### src/rtl/cc_timer_pkg.sv
package cc_timer_pkg;
  localparam int unsigned CNT_W  = 16;
  localparam int unsigned BYTE_W = 8;
  localparam int unsigned ADDR_W = 4;
  localparam int unsigned N_CH   = 2;
  localparam int unsigned N_FLAG = 2 * N_CH + 1;

  typedef enum logic [ADDR_W-1:0] {
    A_IEN    = 4'd0,
    A_CFG    = 4'd1,
    A_STAT   = 4'd2,
    A_CNT_H  = 4'd3,
    A_CNT_L  = 4'd4,
    A_CAP0_H = 4'd5,
    A_CAP0_L = 4'd6,
    A_CAP1_H = 4'd7,
    A_CAP1_L = 4'd8,
    A_CMP0_H = 4'd9,
    A_CMP0_L = 4'd10,
    A_CMP1_H = 4'd11,
    A_CMP1_L = 4'd12
  } reg_addr_e;

  // status / enable bit positions
  localparam int unsigned F_CAP = 0;
  localparam int unsigned F_CMP = N_CH;
  localparam int unsigned F_OVF = 2 * N_CH;
endpackage

### src/rtl/cc_timebase.sv
module cc_timebase #(
  parameter int unsigned PRE_LOG2 = 2,
  parameter int unsigned CNT_W    = 16
) (
  input  logic             clk_i,
  input  logic             rst_ni,
  output logic [CNT_W-1:0] cnt_o,
  output logic             moved_o,
  output logic             wrap_o
);
  logic             tick;
  logic [CNT_W-1:0] cnt_q;
  logic             moved_q;

  generate
    if (PRE_LOG2 == 0) begin : g_nodiv
      assign tick = 1'b1;
    end else begin : g_div
      logic [PRE_LOG2-1:0] pre_q;
      always_ff @(posedge clk_i or negedge rst_ni) begin
        if (!rst_ni) pre_q <= '0;
        else         pre_q <= pre_q + PRE_LOG2'(1);
      end
      assign tick = &pre_q;
    end
  endgenerate

  always_ff @(posedge clk_i or negedge rst_ni) begin
    if (!rst_ni) begin
      cnt_q   <= '0;
      moved_q <= 1'b0;
    end else begin
      moved_q <= tick;
      if (tick) cnt_q <= cnt_q + CNT_W'(1);
    end
  end

  assign cnt_o   = cnt_q;
  assign moved_o = moved_q;
  assign wrap_o  = tick & (&cnt_q);
endmodule

### src/rtl/cc_capture.sv
module cc_capture #(
  parameter int unsigned CNT_W = 16
) (
  input  logic             clk_i,
  input  logic             rst_ni,
  input  logic             pin_i,
  input  logic             rise_i,
  input  logic [CNT_W-1:0] cnt_i,
  input  logic             rd_hi_i,
  input  logic             acc_lo_i,
  output logic [CNT_W-1:0] val_o,
  output logic             hit_o
);
  logic             pin_q;
  logic             hold_q;
  logic             edge_seen;
  logic [CNT_W-1:0] val_q;

  assign edge_seen = rise_i ? (pin_i & ~pin_q) : (~pin_i & pin_q);
  // frozen from the high-byte read cycle until the low-byte access
  assign hit_o     = edge_seen & ~hold_q & ~rd_hi_i;

  always_ff @(posedge clk_i or negedge rst_ni) begin
    if (!rst_ni) begin
      pin_q  <= 1'b0;
      hold_q <= 1'b0;
      val_q  <= '0;
    end else begin
      pin_q <= pin_i;
      if (rd_hi_i)       hold_q <= 1'b1;
      else if (acc_lo_i) hold_q <= 1'b0;
      if (hit_o) val_q <= cnt_i;
    end
  end

  assign val_o = val_q;
endmodule

### src/rtl/cc_compare.sv
module cc_compare #(
  parameter int unsigned CNT_W  = 16,
  parameter int unsigned BYTE_W = 8
) (
  input  logic              clk_i,
  input  logic              rst_ni,
  input  logic              wr_hi_i,
  input  logic              wr_lo_i,
  input  logic [BYTE_W-1:0] wdata_i,
  input  logic [CNT_W-1:0]  cnt_i,
  input  logic              moved_i,
  input  logic              level_i,
  output logic [CNT_W-1:0]  val_o,
  output logic              match_o,
  output logic              pin_o
);
  logic [CNT_W-1:0] val_q;
  logic             inhibit_q;
  logic             pin_q;

  assign match_o = ~inhibit_q & moved_i & (cnt_i == val_q);

  always_ff @(posedge clk_i or negedge rst_ni) begin
    if (!rst_ni) begin
      val_q     <= '0;
      inhibit_q <= 1'b1;
      pin_q     <= 1'b0;
    end else begin
      if (wr_hi_i) begin
        val_q[CNT_W-1:BYTE_W] <= wdata_i;
        inhibit_q             <= 1'b1;
      end
      if (wr_lo_i) begin
        val_q[BYTE_W-1:0] <= wdata_i;
        inhibit_q         <= 1'b0;
      end
      if (match_o) pin_q <= level_i;
    end
  end

  assign val_o = val_q;
  assign pin_o = pin_q;
endmodule

### src/rtl/cc_timer.sv
module cc_timer
  import cc_timer_pkg::*;
#(
  parameter int unsigned PRE_LOG2 = 2
) (
  input  logic              clk_i,
  input  logic              rst_ni,
  input  logic [ADDR_W-1:0] addr_i,
  input  logic              wr_i,
  input  logic              rd_i,
  input  logic [BYTE_W-1:0] wdata_i,
  output logic [BYTE_W-1:0] rdata_o,
  input  logic [N_CH-1:0]   cap_i,
  output logic [N_CH-1:0]   cmp_o,
  output logic              irq_o
);
  logic [CNT_W-1:0]             cnt_w;
  logic                         moved_w;
  logic                         wrap_w;
  logic [BYTE_W-1:0]            ien_q;
  logic [BYTE_W-1:0]            cfg_q;
  logic [N_FLAG-1:0]            stat_q;
  logic [N_FLAG-1:0]            arm_q;
  logic [N_FLAG-1:0]            set_v;
  logic [N_FLAG-1:0]            lo_acc;
  logic [BYTE_W-1:0]            lo_buf_q;
  logic                         lo_pend_q;
  logic [N_CH-1:0][CNT_W-1:0]   cap_val;
  logic [N_CH-1:0][CNT_W-1:0]   cmp_val;
  logic [N_CH-1:0]              cap_hit;
  logic [N_CH-1:0]              cmp_hit;
  logic                         stat_rd;
  logic                         acc;

  assign acc     = rd_i | wr_i;
  assign stat_rd = rd_i && (addr_i == A_STAT);

  cc_timebase #(.PRE_LOG2(PRE_LOG2), .CNT_W(CNT_W)) u_tb (
    .clk_i  (clk_i),
    .rst_ni (rst_ni),
    .cnt_o  (cnt_w),
    .moved_o(moved_w),
    .wrap_o (wrap_w)
  );

  generate
    for (genvar k = 0; k < N_CH; k++) begin : g_ch
      localparam logic [ADDR_W-1:0] CAP_H = ADDR_W'(A_CAP0_H + 2 * k);
      localparam logic [ADDR_W-1:0] CAP_L = ADDR_W'(A_CAP0_L + 2 * k);
      localparam logic [ADDR_W-1:0] CMP_H = ADDR_W'(A_CMP0_H + 2 * k);
      localparam logic [ADDR_W-1:0] CMP_L = ADDR_W'(A_CMP0_L + 2 * k);

      cc_capture #(.CNT_W(CNT_W)) u_cap (
        .clk_i   (clk_i),
        .rst_ni  (rst_ni),
        .pin_i   (cap_i[k]),
        .rise_i  (cfg_q[k]),
        .cnt_i   (cnt_w),
        .rd_hi_i (rd_i && addr_i == CAP_H),
        .acc_lo_i(acc && addr_i == CAP_L),
        .val_o   (cap_val[k]),
        .hit_o   (cap_hit[k])
      );

      cc_compare #(.CNT_W(CNT_W), .BYTE_W(BYTE_W)) u_cmp (
        .clk_i  (clk_i),
        .rst_ni (rst_ni),
        .wr_hi_i(wr_i && addr_i == CMP_H),
        .wr_lo_i(wr_i && addr_i == CMP_L),
        .wdata_i(wdata_i),
        .cnt_i  (cnt_w),
        .moved_i(moved_w),
        .level_i(cfg_q[N_CH+k]),
        .val_o  (cmp_val[k]),
        .match_o(cmp_hit[k]),
        .pin_o  (cmp_o[k])
      );

      assign lo_acc[F_CAP+k] = acc && addr_i == CAP_L;
      assign lo_acc[F_CMP+k] = acc && addr_i == CMP_L;
      assign set_v[F_CAP+k]  = cap_hit[k];
      assign set_v[F_CMP+k]  = cmp_hit[k];
    end
  endgenerate

  assign lo_acc[F_OVF] = acc && addr_i == A_CNT_L;
  assign set_v[F_OVF]  = wrap_w;

  always_ff @(posedge clk_i or negedge rst_ni) begin
    if (!rst_ni) begin
      ien_q     <= '0;
      cfg_q     <= '0;
      stat_q    <= '0;
      arm_q     <= '0;
      lo_buf_q  <= '0;
      lo_pend_q <= 1'b0;
    end else begin
      if (wr_i && addr_i == A_IEN) ien_q <= wdata_i;
      if (wr_i && addr_i == A_CFG) cfg_q <= wdata_i;
      // a new event wins over a clear in the same cycle
      stat_q <= set_v | (stat_q & ~(arm_q & lo_acc));
      arm_q  <= (arm_q | (stat_rd ? stat_q : '0)) & ~lo_acc;
      if (rd_i && addr_i == A_CNT_H) begin
        lo_buf_q  <= cnt_w[BYTE_W-1:0];
        lo_pend_q <= 1'b1;
      end else if (rd_i && addr_i == A_CNT_L) begin
        lo_pend_q <= 1'b0;
      end
    end
  end

  always_comb begin
    rdata_o = '0;
    case (addr_i)
      A_IEN:    rdata_o = ien_q;
      A_CFG:    rdata_o = cfg_q;
      A_STAT:   rdata_o = BYTE_W'(stat_q);
      A_CNT_H:  rdata_o = cnt_w[CNT_W-1:BYTE_W];
      A_CNT_L:  rdata_o = lo_pend_q ? lo_buf_q : cnt_w[BYTE_W-1:0];
      A_CAP0_H: rdata_o = cap_val[0][CNT_W-1:BYTE_W];
      A_CAP0_L: rdata_o = cap_val[0][BYTE_W-1:0];
      A_CAP1_H: rdata_o = cap_val[1][CNT_W-1:BYTE_W];
      A_CAP1_L: rdata_o = cap_val[1][BYTE_W-1:0];
      A_CMP0_H: rdata_o = cmp_val[0][CNT_W-1:BYTE_W];
      A_CMP0_L: rdata_o = cmp_val[0][BYTE_W-1:0];
      A_CMP1_H: rdata_o = cmp_val[1][CNT_W-1:BYTE_W];
      A_CMP1_L: rdata_o = cmp_val[1][BYTE_W-1:0];
      default:  rdata_o = '0;
    endcase
  end

  assign irq_o = |(stat_q & ien_q[N_FLAG-1:0]);
endmodule

### config.mk
export PLATFORM = sky130hd
export DESIGN_NAME = cc_timer
export DESIGN_NICKNAME = d
export VERILOG_FILES = /design/src/rtl/cc_timer_pkg.sv /design/src/rtl/cc_timebase.sv /design/src/rtl/cc_capture.sv /design/src/rtl/cc_compare.sv /design/src/rtl/cc_timer.sv
export SDC_FILE = /design/constraint.sdc
export NUM_CORES = 1
export LEC_CHECK = 0
export ABC_AREA = 1
export BUFFER_PORTS_ARGS = -buffer_cell sky130_fd_sc_hd__buf_2
export CORE_MARGIN = 3
export CORE_UTILIZATION = 50
export CTS_BUF_LIST = sky130_fd_sc_hd__clkbuf_8 sky130_fd_sc_hd__clkbuf_16
export DETAILED_ROUTE_END_ITERATION = 7
export GPL_TIMING_DRIVEN = 0
export PLACE_DENSITY_LB_ADDON = 0.08
export SLEW_MARGIN = 0
export SYNTH_ARGS = -nofsm -noshare
export SYNTH_HDL_FRONTEND = slang
export SYNTH_SLANG_ARGS = --single-unit
### constraint.sdc
create_clock -name clk_i -period 4.4 [get_ports clk_i]
set_input_delay 0.22 -clock clk_i [delete_from_list [all_inputs] [get_ports clk_i]]
set_output_delay 0.22 -clock clk_i [all_outputs]
set_load 0.02 [all_outputs]
**Word level (Yosys, flattened, before mapping)**

Index checks and enable logic that the tools add are counted.

- Bits in registers: 126
- Input port bits: 18

- Equal/unequal tests: 14
- Add/subtract/negate cells: 2
- Reduce and logical (&&, ||, !) cells: 25
- Bitwise gates (word level): 32
- Multiplexer cells: 15

Operators with widths:

| kind | number |
|---|---|
| one-hot mux 8 bit (13 select lines) | 1 |
| == test 16 bit | 2 |
| AND 5 bit | 4 |
| == test 4 bit (second input constant) | 5 |
| adder 16 x 1 -> 16 bit (second input constant) | 1 |
| == test 4 x 3 -> 1 bit (second input constant) | 4 |
| logical AND 1 bit | 16 |
| AND reduction 16 bit | 1 |
| AND 1 bit | 13 |
| two-way mux 1 bit | 12 |
| NOT 1 bit | 10 |
| NOT 5 bit | 2 |
| OR 5 bit | 2 |
| nonzero test 2 bit | 5 |
| == test 4 x 2 -> 1 bit (second input constant) | 2 |
| two-way mux 8 bit | 1 |
| two-way mux 5 bit | 1 |
| OR reduction 5 bit | 1 |
| == test 4 x 1 -> 1 bit (second input constant) | 1 |
| logical NOT 4 bit | 1 |
| adder 2 x 1 -> 2 bit (second input constant) | 1 |
| AND reduction 2 bit | 1 |
| OR 1 bit | 1 |

**Depth between registers and ports, before layout**

- Word-level depth: 6
- Mapped depth: 10
- Depth with buffers taken out: 9

**Modules after synthesis**

From an unflattened synthesis, not the netlist that was laid out.

- Cells, all modules: 963
- Area total of the unflattened synthesis: 6980.4 µm²

Modules (own cells, without submodules):

| module | instances | cells each | area each (µm²) | seq. area each (µm²) |
|---|---|---|---|---|
| cc_timer | 1 | 407 | 2496.1 | 875.8 |
| cc_compare | 2 | 139 | 989.7 | 451.7 |
| cc_capture | 2 | 82 | 774.5 | 450.4 |
| cc_timebase | 1 | 114 | 955.9 | 475.5 |

**Worst setup path before layout**

OpenSTA, ideal clock, no wires.

- Path type: reg2out
- Start point: reg lo_pend_q
- End point: out rdata_o[4]
- Stages on the path, launching flop included: 8
- Buffers on the path: 2
- Data arrival time: 1.288 ns
- Path slack: 2.892 ns
- Path through: dfrtp_1 -> clkbuf_1 -> clkbuf_1 -> o21ai_0 -> nand2_1 -> nand2_1 -> nor2_1 -> nand4_1

- Longest elaborated chain between the ends: 2

RTL lines:

| what | RTL line | RTL |
|---|---|---|
| from (decl) | cc_timer.sv:27 | `logic lo_pend_q;` |
| from (signal assigned) | cc_timer.sv:96 | `lo_pend_q <= 1'b0;` |
| from (signal assigned) | cc_timer.sv:105 | `lo_pend_q <= 1'b1;` |
| from (signal assigned) | cc_timer.sv:107 | `lo_pend_q <= 1'b0;` |
| two-way mux 8 bit | cc_timer.sv:119 | `A_CNT_L: rdata_o = lo_pend_q ? lo_buf_q : cnt_w[BYTE_W-1:0];` |
| one-hot mux 8 bit (13 select lines) | cc_timer.sv:114 | `case (addr_i)` |
| to (decl) | cc_timer.sv:12 | `output logic [BYTE_W-1:0] rdata_o,` |

No other way between the ends.

**Worst setup path in the final report**

- Start point: reg lo_pend_q
- End point: out rdata_o[2]

Same word-level chain as after synthesis.

==> results.txt <==
The flow ran to the end, and the final reports show no timing, DRC or antenna violations. The async set or reset register ratio after synthesis works out to 1.000. Entering global routing, the biggest net connects 93 pins.

Once detailed placement completed, the half-perimeter wirelength came to 15.25 mm. The number of resized instances in the post-cts repair step is 0. Setup repair after global routing left no endpoint under its margin. The floorplan has 40 rows. Counting distinct cell types in the post-synthesis netlist gives 34. For this run, the number of Yosys warnings is 0. For this run, the top clock speed supported by timing is 429.4 MHz. Across the VDD grid, the largest voltage drop is 0.2924 mV. The final max-slew violation count came out at 0. The core region is 0.01226 mm².

Dividing total power by cell area gives a power density of 443.7 mW/mm². The run gives 29 as the number of I/O pins. The post-route fraction of the period consumed by the critical path was 0.5293.

The run gives 0.42 ns as the clock insertion delay at the later pin of the skew report. TritonCTS created 17 clock buffers. The die covers 0.01421 mm².

At the end of routability-driven placement, the weighted congestion stood at 0.9113. The number of antenna diodes in the final layout is 0. Die boundary width: 119.2 µm. TritonCTS built the clock tree. The synthesis-to-layout area growth was 14.74%; the final routed DRC violation total was 0.

The average via count per standard cell is 5.425. The largest clock skew in the final design was 0.007444 ns. The layout cell share with drive strength beyond 1 came out at 0.1448. The pre-antenna-repair detailed-routing pass consisted of 5 iterations.

The average instance in the mapped netlist occupies 7.941 µm². Counting along the longest clock path gives a buffer depth of 2. The synthesized design contains 126 register bits. The tree is rooted in a sky130_fd_sc_hd__clkbuf_16. The detailed router finished its first iteration with 480 violations. The initial antenna violation count was 0. For this run, the leading register cell type out of synthesis is sky130_fd_sc_hd__dfrtp_1. The routed layout has 5631 vias. In the layout the commonest cells are sky130_fd_sc_hd__nand2_1, sky130_fd_sc_hd__dfrtp_1, sky130_fd_sc_hd__inv_1, sky130_fd_sc_hd__o21ai_0, sky130_fd_sc_hd__nor2_1.

CTS built an H-tree with a depth of 4. In this run the remaining antenna-violating nets after routing total 0. The slew at the pin closest to its max-slew limit was 0.5919 ns.

For the sum of routed wire length over all layers, the log shows 20.57 mm. STA classifies the critical path endpoint as an output port. The average wire length per cell after detail routing works out to 19.82 µm. The total global routing overflow came out at 0. The die is 119.2 µm tall. The commonest non-fill, non-tap cell in the layout was sky130_fd_sc_hd__nand2_1. Setup violations remaining at the end of the flow were counted as 0.

The synthesized netlist occupies a cell area of 0.006409 mm². Clock-pin slew was measured on the worst setup and hold paths at 0.06 ns. For the leakage power figure, the log shows 0.003612 µW. The final-stage net count came out at 878.

For the final count of hold timing violations, the log shows 0. The logs give 0.6050 for the worst max-slew margin expressed relative to the limit and 2.391 ns for the worst slack after detailed placement. The tools report the via count of the first global-routing pass as 5512.

STA classifies the critical path startpoint as a register. Across the run, the number of max-cap violations was 0. The cell count after synthesis was 807. The logs give 126 for the number of clock sinks and 0.3043 for the global-route usage over all layers.

After layout, the worst setup slack is 2.071 ns. The largest fanout on the critical path is 10, and the number of synthesized flops with an enable pin is 0. Counting every net in the synthesized netlist gives 827. The sum of negative setup slack was 0 ns. The sequential share of the synthesized area was 0.4924; the final critical path time including I/O delays and setup was 2.329 ns.

Input and output buffers added on the ports amount to 28. At the worst endpoint, the arrival time is 2.11 ns. The initial core utilization was 0.5227. Critical path start-end classification: reg -> out. The first global-routing pass estimated 31.93 mm of wire. Classification of the worst-slack hold path: in -> reg. For the required time of the worst setup path, the log shows 4.18 ns. The number of inserted filler cells in the final layout was 1146.
[timing repair]
action,CTS,global route
setup buffers,0,0
hold buffers,3,0
hold endpoints to repair,36,0
[flip-flops by register name (all words and copies together) (netlist names), 5 cells and up]
register,count
cfg_q,8
g_ch.u_cap.val_o,32
stat_q,5
arm_q,5
ien_q,8
lo_buf_q,8
g_ch.u_cmp.val_o,32
u_tb.cnt_o,16
[worst max-delay path, stage by stage (launching register included)]
cell and delay, ns:
sky130_fd_sc_hd__dfrtp_1 0.32, sky130_fd_sc_hd__clkbuf_1 0.28, sky130_fd_sc_hd__clkbuf_1 0.32, sky130_fd_sc_hd__o21ai_0 0.14, sky130_fd_sc_hd__nand2_1 0.14, sky130_fd_sc_hd__o21ai_0 0.10, sky130_fd_sc_hd__nor2_1 0.11, sky130_fd_sc_hd__nand3_1 0.10
sky130_fd_sc_hd__buf_2 0.18
[report_power, final]
part / switching, µW / internal (µW)
Sequential: 142 / 1330
Combinational: 345 / 180
Clock: 503 / 762
Total: 990 / 2270
[kinds of logic (layout without fill, tap and decap cells)]
family	count (synthesis)	after routing	share of synthesized area
and+or+nand+nor	408	408	0.2743
AOI/OAI and AO/OA	147	147	0.1292
DFF	126	126	0.4924
buffers and inverters	108	171	0.07829
xor gates and xnor gates	16	16	0.02187
adders and majority gates	2	2	0.003904
[through the flow]
stage | std cells | total power (µW) | hold WS [ns] | util | instance area [µm²]
3_3_place_gp | 1003 | 1984 | 0.3544 | 0.5512 | 6759
5_1_grt | 1038 | 3414 | 0.05324 | 0.5997 | 7353
4_1_cts | 1038 | 3260 | 0.03759 | 0.5997 | 7353
3_5_place_dp | 1004 | 2005 | 0.1380 | 0.5540 | 6793
6_report | 1038 | 3262 | 0.03742 | 0.5997 | 7353
2_1_floorplan | 807 | 1781 | -0.07559 | - | 6409
[cell usage after synthesis (3+ instances only)]
master / instances / area share
sky130_fd_sc_hd__nor3_1: 3 / 0.0023
sky130_fd_sc_hd__a21oi_1: 10 / 0.0078
sky130_fd_sc_hd__xor2_1: 16 / 0.022
sky130_fd_sc_hd__dfrtp_1: 124 / 0.48
sky130_fd_sc_hd__o21ai_2: 16 / 0.022
sky130_fd_sc_hd__buf_6: 11 / 0.019
sky130_fd_sc_hd__inv_2: 6 / 0.0035
sky130_fd_sc_hd__inv_1: 83 / 0.049
sky130_fd_sc_hd__nor2_2: 6 / 0.0059
sky130_fd_sc_hd__buf_4: 3 / 0.0035
sky130_fd_sc_hd__o21ai_1: 41 / 0.032
sky130_fd_sc_hd__nand2_2: 10 / 0.0098
sky130_fd_sc_hd__clkbuf_1: 3 / 0.0018
sky130_fd_sc_hd__nor2_4: 6 / 0.011
sky130_fd_sc_hd__nand4_1: 10 / 0.0098
sky130_fd_sc_hd__o22ai_1: 7 / 0.0068
sky130_fd_sc_hd__nor2_1: 50 / 0.029
sky130_fd_sc_hd__nand3_1: 17 / 0.013
sky130_fd_sc_hd__nand2_1: 296 / 0.17
sky130_fd_sc_hd__o211ai_1: 4 / 0.0047
sky130_fd_sc_hd__o21ai_0: 65 / 0.051
[path summary, 6_finish.rpt]
path	start	end	slack, ns	cells after the start
max in group asynchronous	rst_ni	g_ch[1].u_cmp.inhibit_q	3.34	3
max	lo_pend_q	rdata_o[2]	2.07	8
max reg2reg	u_tb.g_div.pre_q[0]	u_tb.cnt_o[13]	2.65	7
min reg2reg	u_tb.g_div.pre_q[0]	u_tb.g_div.pre_q[0]	0.42	1
min in group asynchronous	rst_ni	lo_buf_q[3]	0.26	2
min	wdata_i[5]	g_ch[0].u_cmp.val_o[5]	0.04	3
[metal layers]
metal / up-vias / routed length, µm / global-route usage
met4: 0 / 550 / 0.1028
met3: 39 / 1425 / 0.05745
li1: 2656 / - / -
met5: - / 0 / 0
met2: 230 / 9966 / 0.4857
met1: 2706 / 8628 / 0.4182
[final cells by class]
cell class	instances	area (µm²)	area share
clock inverters	10	50.05	0.006806
plain buffers	19	167.7	0.02280
inverters	89	334.1	0.04543
flip-flops and latches	126	3156	0.4291
clock buffers	21	480.5	0.06534
well taps	168	210.2	0.02859
multi-input cells	573	2751	0.3742
repair buffers	32	203.9	0.02774
Note: power is estimated with default switching activity, not from simulation.
